===== config.mk =====
export PLATFORM = sky130hd
export DESIGN_NAME = ctr_byte_port
export DESIGN_NICKNAME = d
export VERILOG_FILES = /design/src/rtl/ctr_port_pkg.sv /design/src/rtl/ctr_ctl_decode.sv /design/src/rtl/ctr_byte_ptr.sv /design/src/rtl/ctr_data_regs.sv /design/src/rtl/ctr_byte_port.sv
export SDC_FILE = /design/constraint.sdc
export NUM_CORES = 1
export LEC_CHECK = 0
export BUFFER_PORTS_ARGS = -buffer_cell sky130_fd_sc_hd__buf_2
export CAP_MARGIN = 0
export CORE_MARGIN = 2
export CORE_UTILIZATION = 50
export DETAILED_ROUTE_END_ITERATION = 10
export MAX_ROUTING_LAYER = met4
export PLACE_DENSITY = 0.87
export SLEW_MARGIN = 20
export SYNTH_ARGS = -nofsm -noshare
export SYNTH_HDL_FRONTEND = slang
export SYNTH_HIERARCHICAL = 1
export SYNTH_SLANG_ARGS = --single-unit
export TNS_END_PERCENT = 10

===== constraint.sdc =====
create_clock -name clk -period 1.9 [get_ports clk]
set_input_delay 0.19 -clock clk [delete_from_list [all_inputs] [get_ports clk]]
set_output_delay 0.19 -clock clk [all_outputs]
set_load 0.01 [all_outputs]

===== src/rtl/ctr_port_pkg.sv =====
package ctr_port_pkg;
    localparam int BYTE_W    = 8;
    localparam int NUM_BYTES = 3;
    localparam int VAL_W     = BYTE_W * NUM_BYTES;
    localparam int PAY_W     = BYTE_W - 3;

    typedef enum logic [1:0] {
        PTR_LOW  = 2'd0,
        PTR_MID  = 2'd1,
        PTR_HIGH = 2'd2
    } byte_ptr_e;

    typedef enum logic [1:0] {
        TGT_CMD  = 2'd0,
        TGT_MODE = 2'd1,
        TGT_IOC  = 2'd2,
        TGT_IDX  = 2'd3
    } ctl_target_e;

    typedef struct packed {
        logic             rewind;
        logic             rst_cnt;
        logic             clr_flags;
        logic             clr_err;
        logic             xfer_preset;
        logic             xfer_latch;
        logic             xfer_psc;
        logic             ld_mode;
        logic             ld_ioc;
        logic             ld_idx;
        logic [PAY_W-1:0] payload;
    } ctl_dec_t;
endpackage


===== src/rtl/ctr_ctl_decode.sv =====
module ctr_ctl_decode
    import ctr_port_pkg::*;
(
    input  logic              ctl_valid,
    input  logic [BYTE_W-1:0] ctl_byte,
    output ctl_dec_t          dec
);
    always_comb begin
        dec         = '0;
        dec.payload = ctl_byte[PAY_W-1:0];
        if (ctl_valid) begin
            unique case (ctl_target_e'(ctl_byte[6:5]))
                TGT_CMD: begin
                    dec.rewind = ctl_byte[0];
                    unique case (ctl_byte[2:1])
                        2'b01:   dec.rst_cnt   = 1'b1;
                        2'b10:   dec.clr_flags = 1'b1;
                        2'b11:   dec.clr_err   = 1'b1;
                        default: ;
                    endcase
                    unique case (ctl_byte[4:3])
                        2'b01:   dec.xfer_preset = 1'b1;
                        2'b10:   dec.xfer_latch  = 1'b1;
                        2'b11:   dec.xfer_psc    = 1'b1;
                        default: ;
                    endcase
                end
                TGT_MODE: dec.ld_mode = 1'b1;
                TGT_IOC:  dec.ld_ioc  = 1'b1;
                TGT_IDX:  dec.ld_idx  = 1'b1;
            endcase
        end
    end
endmodule


===== src/rtl/ctr_byte_ptr.sv =====
module ctr_byte_ptr
    import ctr_port_pkg::*;
(
    input  logic      clk,
    input  logic      rst_n,
    input  logic      rewind,
    input  logic      advance,
    output byte_ptr_e ptr
);
    byte_ptr_e state_q, state_d;

    always_ff @(posedge clk or negedge rst_n) begin
        if (!rst_n) state_q <= PTR_LOW;
        else        state_q <= state_d;
    end

    always_comb begin
        state_d = state_q;
        if (rewind) begin
            state_d = PTR_LOW;
        end else if (advance) begin
            unique case (state_q)
                PTR_LOW:  state_d = PTR_MID;
                PTR_MID:  state_d = PTR_HIGH;
                PTR_HIGH: state_d = PTR_LOW;
                default:  state_d = PTR_LOW;
            endcase
        end
    end

    assign ptr = state_q;
endmodule


===== src/rtl/ctr_data_regs.sv =====
module ctr_data_regs
    import ctr_port_pkg::*;
(
    input  logic              clk,
    input  logic              rst_n,
    input  ctl_dec_t          dec,
    input  logic              data_wr,
    input  byte_ptr_e         ptr,
    input  logic [BYTE_W-1:0] wdata,
    input  logic [VAL_W-1:0]  core_count,
    output logic [VAL_W-1:0]  preset_q,
    output logic [VAL_W-1:0]  latch_q,
    output logic [BYTE_W-1:0] psc_q,
    output logic [PAY_W-1:0]  mode_q,
    output logic [PAY_W-1:0]  ioc_q,
    output logic [PAY_W-1:0]  idx_q,
    output logic              stb_rst_cnt,
    output logic              stb_clr_flags,
    output logic              stb_clr_err,
    output logic              stb_preset
);
    logic [BYTE_W-1:0] preset_b [NUM_BYTES];

    for (genvar b = 0; b < NUM_BYTES; b++) begin : g_preset
        always_ff @(posedge clk or negedge rst_n) begin
            if (!rst_n)
                preset_b[b] <= '0;
            else if (data_wr && (ptr == byte_ptr_e'(b)))
                preset_b[b] <= wdata;
        end
        assign preset_q[b*BYTE_W +: BYTE_W] = preset_b[b];
    end

    always_ff @(posedge clk or negedge rst_n) begin
        if (!rst_n) begin
            latch_q       <= '0;
            psc_q         <= '0;
            mode_q        <= '0;
            ioc_q         <= '0;
            idx_q         <= '0;
            stb_rst_cnt   <= 1'b0;
            stb_clr_flags <= 1'b0;
            stb_clr_err   <= 1'b0;
            stb_preset    <= 1'b0;
        end else begin
            stb_rst_cnt   <= dec.rst_cnt;
            stb_clr_flags <= dec.clr_flags;
            stb_clr_err   <= dec.clr_err;
            stb_preset    <= dec.xfer_preset;
            if (dec.xfer_latch) latch_q <= core_count;
            if (dec.xfer_psc)   psc_q   <= preset_b[0];
            if (dec.ld_mode)    mode_q  <= dec.payload;
            if (dec.ld_ioc)     ioc_q   <= dec.payload;
            if (dec.ld_idx)     idx_q   <= dec.payload;
        end
    end
endmodule


===== src/rtl/ctr_byte_port.sv =====
module ctr_byte_port
    import ctr_port_pkg::*;
(
    input  logic              clk,
    input  logic              rst_n,
    input  logic              bus_wr,
    input  logic              bus_rd,
    input  logic              bus_addr,
    input  logic [BYTE_W-1:0] bus_wdata,
    output logic [BYTE_W-1:0] bus_rdata,
    input  logic [VAL_W-1:0]  core_count,
    input  logic              core_borrow,
    input  logic              core_carry,
    input  logic              core_error,
    input  logic              core_up,
    output logic              cmd_cnt_reset,
    output logic              cmd_flag_clear,
    output logic              cmd_err_clear,
    output logic              cmd_preset_load,
    output logic [VAL_W-1:0]  preset_value,
    output logic [BYTE_W-1:0] psc_value,
    output logic [PAY_W-1:0]  mode_cfg,
    output logic [PAY_W-1:0]  ioc_cfg,
    output logic [PAY_W-1:0]  idx_cfg
);
    logic             ctl_wr, data_wr, data_rd;
    ctl_dec_t         dec;
    byte_ptr_e        ptr;
    logic [1:0]       ptr_q;
    logic [VAL_W-1:0] latch_q;

    assign ctl_wr  = bus_wr &  bus_addr;
    assign data_wr = bus_wr & ~bus_addr;
    assign data_rd = bus_rd & ~bus_addr;

    ctr_ctl_decode u_dec (
        .ctl_valid (ctl_wr),
        .ctl_byte  (bus_wdata),
        .dec       (dec)
    );

    ctr_byte_ptr u_ptr (
        .clk     (clk),
        .rst_n   (rst_n),
        .rewind  (dec.rewind),
        .advance (data_wr | data_rd),
        .ptr     (ptr)
    );
    assign ptr_q = ptr;

    ctr_data_regs u_regs (
        .clk           (clk),
        .rst_n         (rst_n),
        .dec           (dec),
        .data_wr       (data_wr),
        .ptr           (ptr),
        .wdata         (bus_wdata),
        .core_count    (core_count),
        .preset_q      (preset_value),
        .latch_q       (latch_q),
        .psc_q         (psc_value),
        .mode_q        (mode_cfg),
        .ioc_q         (ioc_cfg),
        .idx_q         (idx_cfg),
        .stb_rst_cnt   (cmd_cnt_reset),
        .stb_clr_flags (cmd_flag_clear),
        .stb_clr_err   (cmd_err_clear),
        .stb_preset    (cmd_preset_load)
    );

    always_comb begin
        if (bus_addr) begin
            bus_rdata = {2'b00, core_up, core_error, 2'b00, core_carry, core_borrow};
        end else begin
            unique case (ptr)
                PTR_MID:  bus_rdata = latch_q[2*BYTE_W-1:BYTE_W];
                PTR_HIGH: bus_rdata = latch_q[3*BYTE_W-1:2*BYTE_W];
                default:  bus_rdata = latch_q[BYTE_W-1:0];
            endcase
        end
    end
endmodule


**After elaboration in Yosys (flattened, before gate mapping)**

Cells that the tools add are included.

- Mux-type cells: 16
- Bitwise operators: 5
- Eq/ne operators: 11
- Reduce and logical (&&, ||, !) cells: 6

Operators by type and width:

| operator | count |
|---|---|
| $pmux W8 S2 | 1 |
| $eq A2 B2 Y1 const B | 7 |
| $mux W10 | 1 |
| $mux W1 | 9 |
| $eq A2 B1 Y1 const B | 4 |
| $mux W8 | 1 |
| $mux W7 | 1 |
| $logic_not A2 Y1 | 2 |
| $mux W2 | 2 |
| $pmux W2 S2 | 1 |
| $and A1 B1 Y1 | 3 |
| $logic_and A1 B1 Y1 | 3 |
| $reduce_bool A2 Y1 | 1 |
| $not A1 Y1 | 1 |
| $or A1 B1 Y1 | 1 |

- Flip-flop bits (word level): 77
- Output and inout port bits: 59

**Depth between registers and ports, before layout**

Gate-level depths: netlist (run 1).

- Depth in word-level cells: 5
- Depth in mapped cells: 7
- Depth with buffers taken out: 4

**Cells and area by module**

The synthesis (run 1) kept the hierarchy.

Modules (own cells, without submodules):

| module | times used | cells each | area an instance (um^2) |
|---|---|---|---|
| ctr_data_regs | 1 | 153 | 2736.4 |
| ctr_byte_port | 1 | 41 | 294.0 |
| ctr_ctl_decode | 1 | 18 | 155.1 |
| ctr_byte_ptr | 1 | 8 | 88.8 |

**Worst setup path after synthesis (run 1)**

Ideal clock, no wire load.

- Path kind: input to register
- Start point: in bus_addr
- End point: reg u_regs.latch_q[10]
- Library setup time: 0.125 ns
- Required time: 1.775 ns
- Stages: 7
- Arrival: 1.782 ns
- Slack: -0.007 ns
- Cells stage by stage: buf_4 and2_1 or3b_4 nor3b_2 buf_2 buf_2 mux2_2

RTL lines:

| item | line | source |
|---|---|---|
| from (decl) | ctr_byte_port.sv:8 | `input logic bus_addr,` |
| to (signal assigned) | ctr_data_regs.sv:50 | `if (dec.xfer_latch) latch_q <= core_count;` |
| to (decl) | ctr_data_regs.sv:12 | `output logic [VAL_W-1:0] latch_q,` |

**Worst setup path after layout (run 1)**

- Start point: reg u_ptr.state_q[1] (netlist: u_ptr/ptr[1])
- End point: out bus_rdata[4]

- Cells in the longest elaborated chain, start to end: 3
- Elaborated cells between the ends (all ways): 4

Ends and longest elaborated chain:

| item | line | source |
|---|---|---|
| from (decl) | ctr_byte_ptr.sv:10 | `byte_ptr_e state_q, state_d;` |
| from (signal assigned) | ctr_byte_ptr.sv:14 | `else state_q <= state_d;` |
| $eq A2 B2 Y1 or $eq A2 B1 Y1 (tied branches) | ctr_byte_port.sv:75 | `unique case (ptr)` |
| $pmux W8 S2 (*) | ctr_byte_port.sv:75 |  |
| $mux W8 (*) | ctr_byte_port.sv:72 | `if (bus_addr) begin` |
| to (decl) | ctr_byte_port.sv:10 | `output logic [BYTE_W-1:0] bus_rdata,` |

Every way passes the cells marked *; elsewhere a longest branch is shown, timed or not.

==> results of run 1 <==
[path summary, 6_finish.rpt]
check / startpoint / end / slack [ps] / cells past startpoint
max: u_ptr/ptr[1] / bus_rdata[4] / 50 / 4
max in group asynchronous: rst_n / u_regs/stb_clr_err / 930 / 3
min reg2reg: u_regs/psc_q[4] / u_regs/psc_q[4] / 510 / 1
min in group asynchronous: rst_n / u_regs/latch_q[3] / 380 / 2
min: core_count[2] / u_regs/latch_q[2] / 80 / 2
max reg2reg: u_ptr/ptr[1] / u_regs/preset_q[9] / 460 / 3
[layout by cell type, fill, tap and decap left out, drive strengths merged, types with 3 or more instances in the layout]
cell,n
and3,3
buf,109
nor3,4
inv,6
nand2,5
clkbuf,9
dfrtp,77
nand3b,3
a221oi,8
nor3b,7
nor2,3
o31ai,3
mux2,71
nor2b,8
[flip-flops by register name, summed over array words and instances, names as in the netlist]
| register | cells |
|---|---|
| u_ptr/ptr | 2 |
| u_regs/psc_q | 8 |
| u_regs/stb_clr_flags | 1 |
| u_regs/preset_q | 24 |
| u_regs/idx_q | 5 |
| u_regs/stb_rst_cnt | 1 |
| u_regs/latch_q | 24 |
| u_regs/stb_preset | 1 |
| u_regs/mode_q | 5 |
| u_regs/stb_clr_err | 1 |
| u_regs/ioc_q | 5 |
[power by group through the flow]
| stage | Sequential (uW) | Clock [uW] | Combinational [uW] |
|---|---|---|---|
| 2_1_floorplan | 2630 | 0 | 906 |
| 5_1_grt | 2490 | 1230 | 2130 |
| 4_1_cts | 2420 | 1160 | 1970 |
| 3_3_place_gp | 2420 | 0 | 1810 |
| 3_5_place_dp | 2440 | 0 | 1880 |
| 6_report | 2420 | 1130 | 1970 |
[layout make-up]
class                           count  share of cell area
Timing Repair Buffer              110               0.150
Multi-Input combinational cell    127               0.315
Inverter                            3             0.00272
Sequential cell                    77               0.465
Clock buffer                        9              0.0299
Tap cell                           77              0.0233
Clock inverter                      7              0.0139
[worst max-delay path, delay by kind of cell, from the launching register on]
family	cells	cell delay [ps]
buffers and inverters	1	180
flip-flops	1	430
adder cells (fa/ha/maj)	1	400
AO/OA/AOI/OAI	2	310
[what timing repair did]
action	in CTS	in global routing
endpoints found under the hold margin	42	0
gates cloned	0	0
gates resized for setup	6	2
hold buffers	1	0
pin swaps	0	1
endpoints found under the setup margin	8	5
[per-layer routing]
layer / global-route usage / share of wire / wire length, um
met1: 0.268 / 0.42 / 3020
met4: 0.0996 / 0.022 / 155
met3: 0.0418 / 0.033 / 238
met5: - / 0 / 0
met2: 0.355 / 0.52 / 3700
[stage by stage]
stage / util / setup slack [ps] / hold slack (ps)
6_report: 0.652 / 45.4 / 80.6
5_1_grt: 0.652 / -30.2 / 68.2
4_1_cts: 0.651 / 14.3 / 68.2
3_5_place_dp: 0.615 / 85.3 / 215
3_3_place_gp: 0.615 / 120 / 205
2_1_floorplan: - / -6.59 / -106
[cells by family (layout without fill, tap and decap cells)]
logic type      Yosys count  count (layout)  share of synthesized area
flops                    77              77                      0.588
mux                      71              71                      0.244
compound gates           14              14                     0.0405
simple gates             40              40                     0.0898
buf+inv                  16             129                     0.0294
fa+ha+maj                 2               2                    0.00764
==> run_results.csv, run 1 <==
group,metric,value,unit
outcome,status,"finished clean",
run,cap_viol_max_count,0,
global_routing,grt_overflow,0,
routing,ant_nets,0,
routing,wl,7.11,mm
worst_setup_path,worstPathCellList,"ha_4, a221oi_2, o31ai_2, buf_2",
cts,cts_buffers,9,
timing,final.setup.tns,0,ps
placed_design,place_inst,393,
routing,avgRoutedWirePerCell,17.3,um
global_routing,track_usage,0.219,
synth,synth_flop_cell,"dfrtp_1",
routing,drtPass1Iterations,4,
global_routing,grt_pass1_vias,2351,
timing,fin_crit,1850,ps
routing,drc_errors,0,
cells_and_area,nFillCells,484,
power_and_ir_drop,p_int,3660,uW
cells_and_area,insertedDiodeCount,0,
worst_setup_path,slowest_delay,430,ps
floorplanning,initial_core_util,0.516,
synth,ys_warn_count,6,
synth,synth_area_leaders,"dfrtp_1, mux2_2, nor3b_2, a221oi_1, nor2b_1",
cts,htreeDepth,3,
worst_setup_path,endpoint_kind,"output port",
cells_and_area,nNetsFinal,371,
synth,synth_top_area_frac,0.588,
synth,syn-num-nets,263,
cts,root_buffer,"clkbuf_8",
cells_and_area,syn_to_final_growth,26.5,%
timing,tightest_slew,544,ps
timing,rsz0062_at_grt,"true",
synth,synth_common_cells,"dfrtp_1, mux2_2, nor2b_1",
synth,synth_seq_area_share,0.588,
floorplanning,die_x,84.9,um
timing,finalHoldViolations,0,
cts,cts_buffer_depth,2,
floorplanning,die-area,7210,um^2
worst_setup_path,required,1710,ps
power_and_ir_drop,switching_share,0.338,
placed_design,dp_hpwl,5.05,mm
floorplanning,top_level_ports,100,
timing,finClkSkew,8.60,ps
power_and_ir_drop,powerDensity,1330,nW/um^2
worst_setup_path,cp_max_fo,16,
cells_and_area,drive_above_1_share,0.652,
synth,synthCells,220,
cells_and_area,final_cells,410,
timing,slew_headroom,0.638,
routing,drt_iter0_markers,111,
timing,fin_crit_sh,0.976,
power_and_ir_drop,pwr-share-seq,0.438,
placed_design,gp_congestion,0.804,
timing,maxSlewViolCount,0,
cts,clk_latency,340,ps
floorplanning,die_h,84.9,um
synth,ys_types,30,
worst_setup_path,worstPathArrival,1660,ps
global_routing,grt_pass1_wl,11.8,mm
synth,synth_edf_count,0,
floorplanning,rows,29,
worst_hold_path,hp-class,"in -> reg",
placed_design,place_area,3900,um^2
worst_setup_path,cpMaxStageDelayCell,"dfrtp_1",
power_and_ir_drop,p_leak,0.00202,uW
synth,synth-seq-cells,77,
cells_and_area,multi_input_area,1310,um^2
power_and_ir_drop,p_total,5530,uW
synth,synthArstFlopShare,1.00,
power_and_ir_drop,clkPwrFrac,0.205,
synth,avgSynthCellArea,14.9,um^2
floorplanning,coreArea,6350,um^2
global_routing,grt_start_max_net_pins,44,
cells_and_area,fin_area,4140,um^2
synth,synth.most_common_cell,"dfrtp_1",
placed_design,port_buffers,99,
cts,cts_setup_buffers,0,
power_and_ir_drop,ir_drop,897,uV
routing,num_vias,2179,
power_and_ir_drop,p_comb_frac,0.357,
timing,final-setup-viol-count,0,
cells_and_area,regArea,1930,um^2
cts,cts_tree,"done",
routing,detail_route.vias_per_cell,5.31,
timing,timing.fmax,0.539,GHz
worst_setup_path,critPathKind,"reg -> out",
power_and_ir_drop,power.switching,1870,uW
synth,syn-cell-area,3270,um^2
cts,cts.clk_slew.worst_paths,90,ps
cts,clkSinkCount,77,
synth,yosysTopAreaCell,"dfrtp_1",
worst_setup_path,crit_path_start_kind,"flop",
global_routing,antenna_found_initial,0,
Note: power is estimated with default switching activity, not from simulation.
==> run 2: changes to the inputs <==
--- a/config.mk
+++ b/config.mk
@@ -8,10 +8,10 @@
 export BUFFER_PORTS_ARGS = -buffer_cell sky130_fd_sc_hd__buf_2
 export CAP_MARGIN = 0
 export CORE_MARGIN = 2
-export CORE_UTILIZATION = 50
+export CORE_UTILIZATION = 43
 export DETAILED_ROUTE_END_ITERATION = 10
 export MAX_ROUTING_LAYER = met4
-export PLACE_DENSITY = 0.87
+export PLACE_DENSITY = 0.78
 export SLEW_MARGIN = 20
 export SYNTH_ARGS = -nofsm -noshare
 export SYNTH_HDL_FRONTEND = slang
==> run 2 against run 1 <==
Core utilization is 8.7 points lower. Sequential cell count is the same. Fmax down 1.8%. Sequential share of layout area about the same. Worst hold slack better by 4.7 ps. Register-to-register slack about the same. Sequential power barely moved. First-iteration DRC count decreased by 5.4%.
==> run_results.csv, run 2 (synthesis gave the netlist of run 1 again) <==
group,metric,value,unit
placed_design,place_ws,100,ps
power_and_ir_drop,p_int,3630,uW
routing,drt_iter0_markers,105,
power_and_ir_drop,ir_drop,689,uV
cells_and_area,regArea,1930,um^2
cells_and_area,syn_to_final_growth,26.6,%
routing,avgRoutedWirePerCell,16.3,um
cells_and_area,insertedDiodeCount,0,
worst_hold_path,hold_start,"core_count[1]",
timing,fin_crit_sh,0.993,
worst_setup_path,crit_path_start_kind,"flop",
power_and_ir_drop,pwr-share-seq,0.448,
cts,htreeDepth,3,
cts,clkSinkCount,77,
timing,fin_crit,1890,ps
power_and_ir_drop,power.switching,1780,uW
worst_setup_path,cp_max_fo,16,
cells_and_area,final_common_cell,"buf_2",
placed_design,port_buffers,99,
cts,clk_latency,340,ps
floorplanning,coreArea,7330,um^2
cells_and_area,nFillCells,628,
timing,timing.hold.ws,85.3,ps
cts,root_buffer,"clkbuf_8",
global_routing,grt_overflow,0,
timing,maxSlewViolCount,0,
floorplanning,die_x,91.3,um
worst_setup_path,rr_worst_depth,3,
cells_and_area,multi_input_area,1290,um^2
cells_and_area,final_cell_mix,"buf_2, dfrtp_1, mux2_2, clkbuf_8, buf_4",
placed_design,gp_congestion,0.816,
global_routing,grt_start_max_net_pins,49,
global_routing,track_usage,0.187,
cells_and_area,drive_above_1_share,0.641,
global_routing,grt_pass1_wl,11.6,mm
timing,slew_headroom,0.675,
worst_setup_path,worstPathArrival,1700,ps
power_and_ir_drop,switching_share,0.328,
floorplanning,die-area,8330,um^2
worst_setup_path,startpoint,"u_ptr/ptr[1]",
cts,cts_buffer_depth,2,
global_routing,antenna_found_initial,0,
timing,layout_setup_ws,12.4,ps
floorplanning,die_h,91.3,um
routing,num_vias,2200,
worst_setup_path,endpoint_kind,"output port",
placed_design,dp_hpwl,5.06,mm
cells_and_area,nNetsFinal,372,
routing,wl,7.06,mm
power_and_ir_drop,clkPwrFrac,0.195,
routing,drtPass1Iterations,6,
floorplanning,initial_core_util,0.447,
power_and_ir_drop,p_leak,0.00200,uW
power_and_ir_drop,p_comb_frac,0.356,
timing,tightest_slew,486,ps
worst_setup_path,critPathKind,"reg -> out",
worst_setup_path,reg2reg_from,"u_ptr/ptr[1]",
floorplanning,rows,31,
timing,finClkSkew,5.58,ps
worst_setup_path,endpoint,"bus_rdata[1]",
worst_setup_path,required,1710,ps
timing,finalHoldViolations,0,
run,cap_viol_max_count,0,
timing,timing.fmax,0.530,GHz
routing,drc_errors,0,
floorplanning,top_level_ports,100,
power_and_ir_drop,powerDensity,1300,nW/um^2
cts,cts_buffers,9,
cts,cts.clk_slew.worst_paths,80,ps
routing,detail_route.vias_per_cell,5.08,
cts,cts_tree,"done",
cts,cts_setup_buffers,0,
timing,rsz0062_at_grt,"true",
outcome,status,"finished clean",
global_routing,grt_pass1_vias,2347,
worst_setup_path,r2r_slack,470,ps
timing,final-setup-viol-count,0,
routing,ant_nets,0,
worst_setup_path,r2r-end,"u_regs/preset_q[13]",
worst_hold_path,hp-class,"in -> reg",
## run 2: changes by cell type in the layout (fill, tap and decap cells not counted), sizes merged
cell	before	now
buf	109	110
clkbuf	9	11
clkinv	2	1
inv	6	4
clkinvlp	2	3
## run 2: metal layers
metal / up-vias / global-route usage / wire [um]
met5: - / - / 0
met4: 0 / 0.0922 / 131
met3: 12 / 0.0207 / 243
met2: 64 / 0.315 / 3810
met1: 1118 / 0.223 / 2880
li1: 1006 / - / -
## run 2: worst min path at each step
stage	endpoint	cells past startpoint	slack (ps)
CTS	u_regs/latch_q[7]	2	60
global placement	u_regs/latch_q[11]	1	140
global route	u_regs/latch_q[9]	2	70
finish	u_regs/latch_q[1]	2	90
floorplan	u_ptr/ptr[0]	0	-110
detailed placement	u_regs/latch_q[19]	1	140
## run 2: cell type report
type | instances | share of cell area
timing repair buffer | 111 | 0.151
tap | 99 | 0.0299
sequential | 77 | 0.465
inverter | 3 | 0.00272
clock buffer | 11 | 0.0317
clock inverter | 5 | 0.00875
multi-input combinational | 127 | 0.311
## run 2: power groups by stage
stage	Combinational (uW)	Sequential (uW)	Clock [uW]
floorplan	906	2630	0
global placement	1830	2420	0
detailed placement	1860	2450	0
CTS	1950	2430	1100
global route	2080	2510	1180
finish	1930	2420	1060
## run 2: critical path: stages (launching register included)
cell and delay, ps:
dfrtp_1 420, ha_4 400, a221oi_2 60, o31ai_1 290, buf_2 190
## run 2: through the flow
stage / TNS [ps] / area, um^2 / cells / util / total power (uW)
after global placement: 0 / 3930 / 416 / 0.536 / 4240
after floorplan: -132 / 3270 / 220 / - / 3540
after detailed placement: 0 / 3930 / 416 / 0.536 / 4300
final: 0 / 4150 / 433 / 0.566 / 5410
after global routing: -116 / 4150 / 433 / 0.566 / 5770
after CTS: -0.849 / 4150 / 433 / 0.566 / 5470
## run 2: what timing repair did
action	4_1_cts	5_1_grt
hold buffers	1	0
pin swaps	0	1
gates cloned	0	0
hold endpoints to repair	29	0
setup endpoints to repair	8	6
gates resized for setup	6	0
==> run 3: changes to the inputs <==
--- a/config.mk
+++ b/config.mk
@@ -12,6 +12,7 @@
 export DETAILED_ROUTE_END_ITERATION = 10
 export MAX_ROUTING_LAYER = met4
 export PLACE_DENSITY = 0.78
+export SETUP_SLACK_MARGIN = 0.1
 export SLEW_MARGIN = 20
 export SYNTH_ARGS = -nofsm -noshare
 export SYNTH_HDL_FRONTEND = slang
==> run 3 against run 2 <==
Worst hold slack lost 8.4 ps. Critical endpoint unchanged. Sequential power hardly changed. Critical path depth did not move. Non-clock buffer count down 2. Clock power hardly changed. Register-to-register slack about the same. Via count decreased by 2.0%. Sequential cell count is the same. Combinational power about the same. First-iteration DRC count decreased by 38%.
==> run_results.csv, run 3 (synthesis gave the netlist of run 1 again) <==
group,metric,value,unit
outcome,status,"finished clean",
cells_and_area,regArea,1930,um^2
worst_setup_path,r2r_slack,460,ps
cts,cts_setup_buffers,0,
floorplanning,top_level_ports,100,
global_routing,grt_pass1_vias,2273,
routing,detail_route.vias_per_cell,5.00,
placed_design,dp_hpwl,4.94,mm
cts,htreeDepth,3,
cells_and_area,drive_above_1_share,0.651,
floorplanning,coreArea,7330,um^2
global_routing,track_usage,0.189,
timing,rsz0062_at_grt,"true",
global_routing,grt_overflow,0,
timing,fin_crit,1850,ps
cells_and_area,nFillCells,619,
worst_setup_path,cpMaxStageDelayCell,"dfrtp_1",
cts,cts_buffer_depth,2,
routing,drt_iter0_markers,65,
floorplanning,die-area,8330,um^2
floorplanning,initial_core_util,0.447,
worst_setup_path,cp_max_fo,16,
timing,final-setup-viol-count,0,
global_routing,grt_pass1_wl,11.7,mm
run,cap_viol_max_count,0,
placed_design,gp_congestion,0.817,
timing,layout_setup_ws,52.9,ps
placed_design,port_buffers,99,
power_and_ir_drop,ir_drop,653,uV
worst_hold_path,hp-class,"in -> reg",
routing,avgRoutedWirePerCell,16.6,um
routing,drtPass1Iterations,4,
cells_and_area,final_cell_mix,"buf_2, dfrtp_1, mux2_2, clkbuf_8, nor2b_1",
cts,root_buffer,"clkbuf_8",
cells_and_area,fin_util,0.566,
cts,clk_latency,350,ps
timing,finalHoldViolations,0,
worst_setup_path,critPathKind,"reg -> out",
worst_setup_path,path_delay_family,"flip-flops",
timing,maxSlewViolCount,0,
power_and_ir_drop,p_leak,0.00201,uW
cells_and_area,multi_input_area,1310,um^2
worst_setup_path,slowest_delay,420,ps
floorplanning,die_x,91.3,um
timing,finClkSkew,10.9,ps
global_routing,grt_start_max_net_pins,78,
timing,slew_headroom,0.665,
routing,drc_errors,0,
power_and_ir_drop,powerDensity,1310,nW/um^2
cts,cts_tree,"done",
worst_setup_path,worstPathArrival,1660,ps
cells_and_area,final_common_cell,"buf_2",
timing,tightest_slew,500,ps
cells_and_area,insertedDiodeCount,0,
worst_setup_path,endpoint_kind,"output port",
cts,cts.clk_slew.worst_paths,70,ps
floorplanning,rows,31,
routing,ant_nets,0,
worst_setup_path,cp_num_buf_inv,1,
cells_and_area,nNetsFinal,370,
routing,num_vias,2157,
cells_and_area,syn_to_final_growth,26.7,%
worst_setup_path,required,1710,ps
placed_design,place_area,3930,um^2
worst_setup_path,crit_path_start_kind,"flop",
placed_design,place_ws,101,ps
timing,timing.hold.ws,76.9,ps
cts,clkSinkCount,77,
worst_setup_path,worstPathCellList,"ha_4, a221oi_2, o31ai_1, buf_2",
routing,wl,7.14,mm
cts,cts_buffers,9,
timing,timing.fmax,0.541,GHz
timing,fin_crit_sh,0.972,
global_routing,antenna_found_initial,0,
floorplanning,die_h,91.3,um
cells_and_area,fin_area,4150,um^2
[run 3: cell types whose count changed in the layout (fill, tap and decap cells not counted)]
cell	before	now
and2_4	0	1
and2_1	2	1
buf_4	9	7
a221oi_1	4	3
nor3b_1	1	0
nor3b_4	1	2
a221oi_2	4	5
clkinv_2	1	3
clkbuf_1	2	1
clkinvlp_4	3	2
[run 3: layer usage]
| metal | global-route usage | vias to the layer above | wire length, um |
|---|---|---|---|
| li1 | - | 997 | - |
| met1 | 0.225 | 1109 | 3080 |
| met2 | 0.309 | 43 | 3770 |
| met3 | 0.0382 | 8 | 171 |
| met4 | 0.0896 | 0 | 122 |
| met5 | - | - | 0 |
[run 3: where the power goes]
group	switching (uW)	internal, uW	total, uW
logic	940	1020	1960
clock network	587	472	1060
registers	276	2150	2420
[run 3: cell type report]
class	count	share of cell area
Tap cell	99	0.0298
Sequential cell	77	0.464
Clock buffer	10	0.0308
Clock inverter	6	0.00935
Inverter	3	0.00271
Timing Repair Buffer	109	0.148
Multi-Input combinational cell	127	0.315
[run 3: path summary, 6_finish.rpt]
kind	start	to	cells past startpoint
min in group asynchronous	rst_n	u_regs/latch_q[19]	3
max in group asynchronous	rst_n	u_regs/stb_rst_cnt	3
max reg2reg	u_ptr/ptr[1]	u_regs/preset_q[3]	4
min	core_count[3]	u_regs/latch_q[3]	2
min reg2reg	u_regs/psc_q[4]	u_regs/psc_q[4]	1
max	u_ptr/ptr[1]	bus_rdata[1]	4
[run 3: through the flow]
stage                     TNS [ps]  power, uW  instances
after floorplan                  0       3540        220
after global placement           0       4250        414
after detailed placement         0       4320        414
after CTS                        0       5490        431
after global routing         -73.1       5780        431
final                            0       5440        431
[run 3: timing repair]
item	4_1_cts	5_1_grt
hold endpoints to repair	77	0
resized for setup	6	2
hold buffers	1	0
setup endpoints to repair	8	8
pin swaps	0	4
